[src/rtl/nth_band_decim.sv]
module nth_band_decim #(
  parameter int W        = 16,
  parameter int LOG2N    = 2,
  parameter int SECTIONS = 2,
  parameter int CW       = 16,
  parameter int GUARD    = 3,
  parameter logic [(1<<LOG2N)*SECTIONS*CW-1:0] COEFS = {
    16'h6000, 16'h1000, 16'h4ccd, 16'he000,
    16'h5000, 16'h2000, 16'h3000, 16'h0ccd}
) (
  input  logic                clk,
  input  logic                rst_n,
  input  logic                in_valid,
  input  logic signed [W-1:0] in_data,
  output logic                out_valid,
  output logic signed [W-1:0] out_data
);
  localparam int N  = 1 << LOG2N;
  localparam int IW = W + GUARD;
  localparam int CF = CW - 1;
  localparam int PW = IW + CW + 1;
  localparam int SW = IW + LOG2N;
  localparam logic signed [PW-1:0] HALF  = PW'(1) <<< (CF - 1);
  localparam logic signed [SW-1:0] HALFN = SW'(1) <<< (LOG2N - 1);
  localparam logic signed [SW-1:0] MAXV  = SW'((1 << (W - 1)) - 1);
  localparam logic signed [SW-1:0] MINV  = -MAXV - SW'(1);
  localparam logic [LOG2N-1:0] LAST = LOG2N'(N - 1);

  logic [LOG2N-1:0]       slot;
  logic signed [W-1:0]    held [N-1];
  logic signed [IW-1:0]   st   [N][SECTIONS+1];
  logic signed [IW-1:0]   nxt  [N][SECTIONS+1];
  logic signed [SW-1:0]   sum, scaled, clipped;
  logic                   frame_done;

  assign frame_done = in_valid && (slot == LAST);

  for (genvar n = 0; n < N; n++) begin : g_br
    if (n == 0) begin : g_live
      assign nxt[n][0] = IW'(in_data);
    end else begin : g_held
      assign nxt[n][0] = IW'(held[N-1-n]);
    end
    for (genvar s = 0; s < SECTIONS; s++) begin : g_sec
      localparam logic signed [CW-1:0] G = COEFS[(n*SECTIONS+s)*CW +: CW];
      logic signed [IW:0]   diff;
      logic signed [PW-1:0] prod;
      assign diff = (IW+1)'(nxt[n][s]) - (IW+1)'(st[n][s+1]);
      assign prod = PW'(G) * PW'(diff);
      assign nxt[n][s+1] = IW'(((prod + HALF) >>> CF) + PW'(st[n][s]));
    end
  end

  always_comb begin
    sum = '0;
    for (int n = 0; n < N; n++) sum = sum + SW'(nxt[n][SECTIONS]);
  end

  assign scaled  = (sum + HALFN) >>> LOG2N;
  assign clipped = (scaled > MAXV) ? MAXV : ((scaled < MINV) ? MINV : scaled);

  always_ff @(posedge clk or negedge rst_n) begin
    if (!rst_n) begin
      slot      <= '0;
      out_valid <= 1'b0;
      out_data  <= '0;
      for (int k = 0; k < N-1; k++) held[k] <= '0;
      for (int n = 0; n < N; n++)
        for (int s = 0; s <= SECTIONS; s++) st[n][s] <= '0;
    end else begin
      out_valid <= frame_done;
      if (in_valid) begin
        slot <= slot + 1'b1;
        if (!frame_done) held[slot] <= in_data;
      end
      if (frame_done) begin
        out_data <= W'(clipped);
        for (int n = 0; n < N; n++)
          for (int s = 0; s <= SECTIONS; s++) st[n][s] <= nxt[n][s];
      end
    end
  end

  assert_single_pulse_R2: assert property (@(posedge clk) disable iff (!rst_n)
    out_valid |=> !out_valid);
  assert_frame_strobe_R2: assert property (@(posedge clk) disable iff (!rst_n)
    (in_valid && slot == LAST) |=> out_valid);
  assert_no_spurious_R2: assert property (@(posedge clk) disable iff (!rst_n)
    !(in_valid && slot == LAST) |=> !out_valid);
  assert_idle_hold_R3: assert property (@(posedge clk) disable iff (!rst_n)
    !in_valid |=> ($stable(slot) && $stable(out_data) && $stable(st[0][SECTIONS])));
endmodule

[config.mk]
export PLATFORM = sky130hd
export DESIGN_NAME = nth_band_decim
export DESIGN_NICKNAME = d
export VERILOG_FILES = /design/src/rtl/nth_band_decim.sv
export SDC_FILE = /design/constraint.sdc
export NUM_CORES = 2
export LEC_CHECK = 0
export BUFFER_PORTS_ARGS = -buffer_cell sky130_fd_sc_hd__buf_2
export CAP_MARGIN = 20
export CORE_ASPECT_RATIO = 0.5
export CORE_UTILIZATION = 41
export DETAILED_ROUTE_END_ITERATION = 10
export PLACE_DENSITY = 0.59
export SLEW_MARGIN = 40
export SYNTH_ARGS = -nofsm -noshare
export SYNTH_HDL_FRONTEND = slang
export SYNTH_SLANG_ARGS = --single-unit
[constraint.sdc]
create_clock -name clk -period 20 [get_ports clk]
set_clock_uncertainty 0.05 [all_clocks]
set_input_delay 3 -clock clk [delete_from_list [all_inputs] [get_ports clk]]
set_output_delay 3 -clock clk [all_outputs]
set_load 0.01 [all_outputs]
# Word level (Yosys, flattened, before mapping)
# Cells that the tools add are included.
[totals]
in_bits = 19
elab_cells = 68
ff_bits = 283
[op_classes]
eq_ne = 1
n_mux = 5
bitwise = 2
n_reduce_logical = 3
addsub = 30
magnitude_cmp = 4
mul = 5
[ops]
columns = ["op", "n"]
rows = [
  ["adder 34 x 16 -> 34 bit, second input constant", 5],
  ["subtractor 16 x 19 -> 20 bit", 4],
  ["subtractor 19 x 19 -> 20 bit", 4],
  ["adder 19 bit", 4],
  ["adder 33 x 16 -> 34 bit, second input constant", 2],
  ["adder 19 x 16 -> 19 bit", 3],
  ["bitwise mux 48 bit", 1],
  ["two-way mux 16 bit", 3],
  ["multiplier 16 x 20 -> 34 bit, first input constant", 1],
  ["adder 32 x 16 -> 33 bit, second input constant", 1],
  ["multiplier 13 x 20 -> 33 bit, first input constant", 1],
  ["demux 16 bit (select 2 bit)", 1],
  ["multiplier 3 x 20 -> 22 bit, first input constant", 1],
  ["multiplier 4 x 20 -> 22 bit, first input constant", 1],
  ["adder 20 x 19 -> 21 bit", 1],
  ["adder 21 x 19 -> 21 bit", 1],
  ["adder 21 x 3 -> 21 bit, second input constant", 1],
  ["multiplier 3 x 20 -> 21 bit, first input constant", 1],
  ["negation 20 -> 21 bit", 1],
  ["adder 19 x 19 -> 20 bit", 1],
  ["adder 18 x 16 -> 19 bit", 1],
  ["greater-than comparator 19 x 16 -> 1 bit, second input constant", 1],
  ["< comparator 19 x 16 -> 1 bit, second input constant", 1],
  [">= comparator 3 bit, second input constant", 1],
  ["other kinds (7)", 8],
]

# Depth between registers and ports, before layout
[logic_depth]
ltp_word = 15
ltp_mapped = 78
depth_no_buf = 77

# Worst setup path after synthesis
# OpenSTA, ideal clock, no wires.
[synth_path]
path_kind = "input -> register"
from = "in in_data[0]"
to = "reg out_data[10]"
path_buffers = 1
slack_ns = 2.019
setup_time_ns = 0.126
t_required_ns = 19.824
stages = 73
arrival_time_ns = 17.805
cell_sequence = "inv_1 -> ha_1 -> inv_1 -> fa_1 -> a21o_1 -> a21oi_1 -> o21ai_0 -> a21oi_1 -> o21bai_1 -> a21oi_1 -> xnor2_1 -> nand2_1 -> fa_1 -> inv_1 -> ha_1 -> fa_1 -> inv_1 -> fa_1 -> [37 not listed] -> ha_1 -> nand2_1 -> o21ai_0 -> a211o_1 -> a21oi_1 -> xor2_1 -> xnor3_1 -> fa_1 -> inv_1 -> ha_1 -> o21a_1 -> nand2_1 -> mux2i_1 -> a2111oi_1 -> a311oi_1 -> nor2_1 -> buf_2 -> a21oi_1"
[synth_lines]
columns = ["item", "line", "source"]
rows = [
  ["start, declared", "14", "input logic signed [W-1:0] in_data,"],
  ["end signal, assigned", "77", "out_data <= W'(clipped);"],
  ["end, declared", "16", "output logic signed [W-1:0] out_data"],
]

==> flow_summary.toml <==
[outcome]
status = "complete, no violations"

[synth]
yosysWarnings = 0
synth_edf_count = 0
syn_area_per_cell_um2 = 8.58
synth_flop_cell = "dfrtp_1"
synth-seq-cells = 283
synth-async-reset-ratio_pct = 100
yosysSeqAreaShare_pct = 17.5
synth_nets = 5659
syn-cell-area_um2 = 40400
yosysUniqueCellTypes = 91
postSynthCellCount = 4706

[critical_path]
crit_path_start_kind = "input port"
cp.required_ns = 20.39
path_class = "in2reg"
slowest_delay_ns = 0.59
end_kind = "flip-flop"
cp.arrival_ns = 19.33
reg2regPathDepth = 63
cpMostUsedCell = "ha_1"
path_max_fanout = 12
cp_slowest_cell = "fa_1"
crit_end = "out_data[11]$_DFFE_PN0P_"
reg2reg_to = "out_data[11]$_DFFE_PN0P_"
startpoint = "in_data[0]"
timing.rr.start = "held[17]$_DFFE_PN0P_"
rrSetupSlack_ns = 2.89

[cts]
cts_root_buf = "clkbuf_16"
insertion_delay_ns = 0.56
cts.sinks = 283
cts.clk_slew.worst_paths_ns = 0.06
cts_tree = "built"
htree_levels = 2
cts_max_path_buffers = 3
cts_hold_buf = 0
numCtsBuffers = 36
post_cts_buffers = 0

[final_layout]
syn2layout_area_growth_pct = 7.74
utilization_pct = 45.1
fillers = 9435
drive_gt1_share_pct = 5.28
fin_nets = 5681

[route]
drt_first_pass_iters = 5
finalWirelength_um = 108000
viasPerCell = 5.41
ant_nets = 0
vias = 32800
wl_per_cell_um = 17.8
drc = 0
drt-initial-drc-count = 1826

[floorplanning]
fp-row-count = 80
dieArea_um2 = 99800
ios = 36
die_y_um = 224
die_x_um = 446
coreArea_um2 = 96400
initial_utilization_pct = 41.9

[timing]
rsz0062_at_grt = "false"
worst_slack_ns = 1.06
slew_violations = 0
tightest_slew_ns = 0.929
fmax_mhz = 52.8
setup_violations = 0
fin_crit_sh_pct = 94.7
hold_viol_final = 0
max_slew_margin_pct = 37.6
hold_ws_ns = 0.432
fin_crit_ns = 18.94

[hold_path]
hp-class = "reg2reg"

[global_route]
grt_max_degree = 177
grt_usage_pct = 21.7
grt_pass1_vias = 33000
grt-ovfl-total = 0
antenna_found_initial = 9
grt_pass1_wl_um = 173000

[place]
port_buffers = 35
place_congestion = 0.895
dp_hpwl_um = 89400
pre_cts_ws_ns = -0.0739

[run]
cap_violations = 0
[metrics by stage]
stage	instances	TNS (ns)	cell area, um2
after detailed placement	6001	-0.682	42100
after global placement	6001	0	42100
after global routing	6063	0	43500
final	6064	0	43500
after CTS	6062	0	43400
after floorplan	4706	0	40400
[layer usage]
layer	wire, um	part of all wire, %	vias up	GRT usage [%]
met4	1770	1.6	2	3.94
met5	13	0.012	-	0
met2	49800	46	473	37.0
li1	-	-	16200	-
met3	3640	3.4	103	1.73
met1	52700	49	16100	30.2
[cells by family after synthesis]
family / after synthesis / synth area share [%]
buf+inv: 659 / 6.14
xor+xnor: 438 / 9.57
compound gates: 969 / 15.4
simple gates: 1341 / 15.5
fa+ha+maj: 934 / 33.6
flops: 283 / 17.5
mux: 82 / 2.26
[synth_stat cells (all sizes together), types with 6 or more instances]
cell type	count	area [um2]
ha	684	8560
inv	592	2220
nand2	520	1950
xnor2	307	2690
nor2	285	1070
dfrtp	283	7080
o21ai	272	1360
fa	250	5000
a21oi	236	1190
xor2	129	1130
nor3	108	541
a21o	97	728
nand3	92	460
mux2	74	833
o21a	66	495
nor2b	61	382
clkbuf	60	225
and3	54	338
nand2b	47	294
a31oi	35	238
and2	34	213
a211oi	32	240
o21bai	31	233
nand4	27	169
o211ai	25	188
or3	25	156
or2	21	131
a21boi	20	150
o41ai	18	158
a2111oi	16	150
nor4	14	87.6
a211o	13	114
o31a	12	105
o31ai	11	82.6
a31o	10	87.6
nand3b	10	75.1
o2111ai	9	78.8
and4	8	70.1
mux2i	8	80.1
or4	8	63.8
buf	7	32.5
a311oi	6	58.8
nand4b	6	52.6
nor3b	6	45.0
[worst max-delay path: cells and delay by family]
kind            cells  cell delay [ns]
compound gates     30             6.50
xor+xnor            4             1.00
fa+ha+maj          16             6.11
buf+inv             7             0.67
mux                 1             0.09
simple gates       13             1.95
[cell usage in the layout, fill, tap and decap left out, types with 13 or more instances in the layout]
master	n
a211o_1	13
a211oi_1	30
a21boi_0	13
a21o_1	97
a21oi_1	231
a31oi_1	32
and2_1	34
and3_1	54
buf_2	34
clkbuf_16	38
dfrtp_1	283
fa_1	250
ha_1	684
inv_1	591
mux2_2	73
nand2_1	516
nand2b_1	47
nand3_1	92
nand4_1	27
nor2_1	285
nor2b_1	61
nor3_1	106
nor4_1	14
o211ai_1	25
o21a_1	66
o21ai_0	253
o21ai_1	19
o21bai_1	31
o41ai_1	15
or2_2	19
or3_1	25
xnor2_1	303
xor2_1	127
[cell type report]
type / instances / area, um2 / area share, %
Tap cell: 1312 / 1640 / 3.77
Inverter: 592 / 2230 / 5.13
Sequential cell: 283 / 7080 / 16.3
Antenna cell: 1 / 2.50 / 0.00575
Timing Repair Buffer: 51 / 329 / 0.756
Multi-Input combinational cell: 3764 / 31000 / 71.2
Clock buffer: 48 / 1030 / 2.36
Clock inverter: 13 / 210 / 0.483
[worst min-delay path by stage]
| stage | cells after the start | from | slack [ns] | end |
|---|---|---|---|---|
| 2_1_floorplan | 2 | st[115]$_DFFE_PN0P_ | 0.40 | st[115]$_DFFE_PN0P_ |
| 5_1_grt | 2 | st[215]$_DFFE_PN0P_ | 0.46 | st[215]$_DFFE_PN0P_ |
| 4_1_cts | 2 | held[0]$_DFFE_PN0P_ | 0.43 | st[152]$_DFFE_PN0P_ |
| 3_5_place_dp | 2 | st[214]$_DFFE_PN0P_ | 0.42 | st[214]$_DFFE_PN0P_ |
| 6_report | 2 | st[214]$_DFFE_PN0P_ | 0.43 | st[214]$_DFFE_PN0P_ |
| 3_3_place_gp | 2 | held[0]$_DFFE_PN0P_ | 0.41 | st[152]$_DFFE_PN0P_ |
[flip-flops by register name, indices dropped and copies added, names as in the netlist]
signal	flops
slot	2
held	48
st	216
out_valid	1
out_data	16
[repair_timing]
item	CTS	global route
resized for setup	0	14
endpoints found under the hold margin	0	0
setup endpoints to repair	0	16
Power is not shown: default switching activity piles up to over one toggle a cycle in this logic, so the estimate is an artifact.
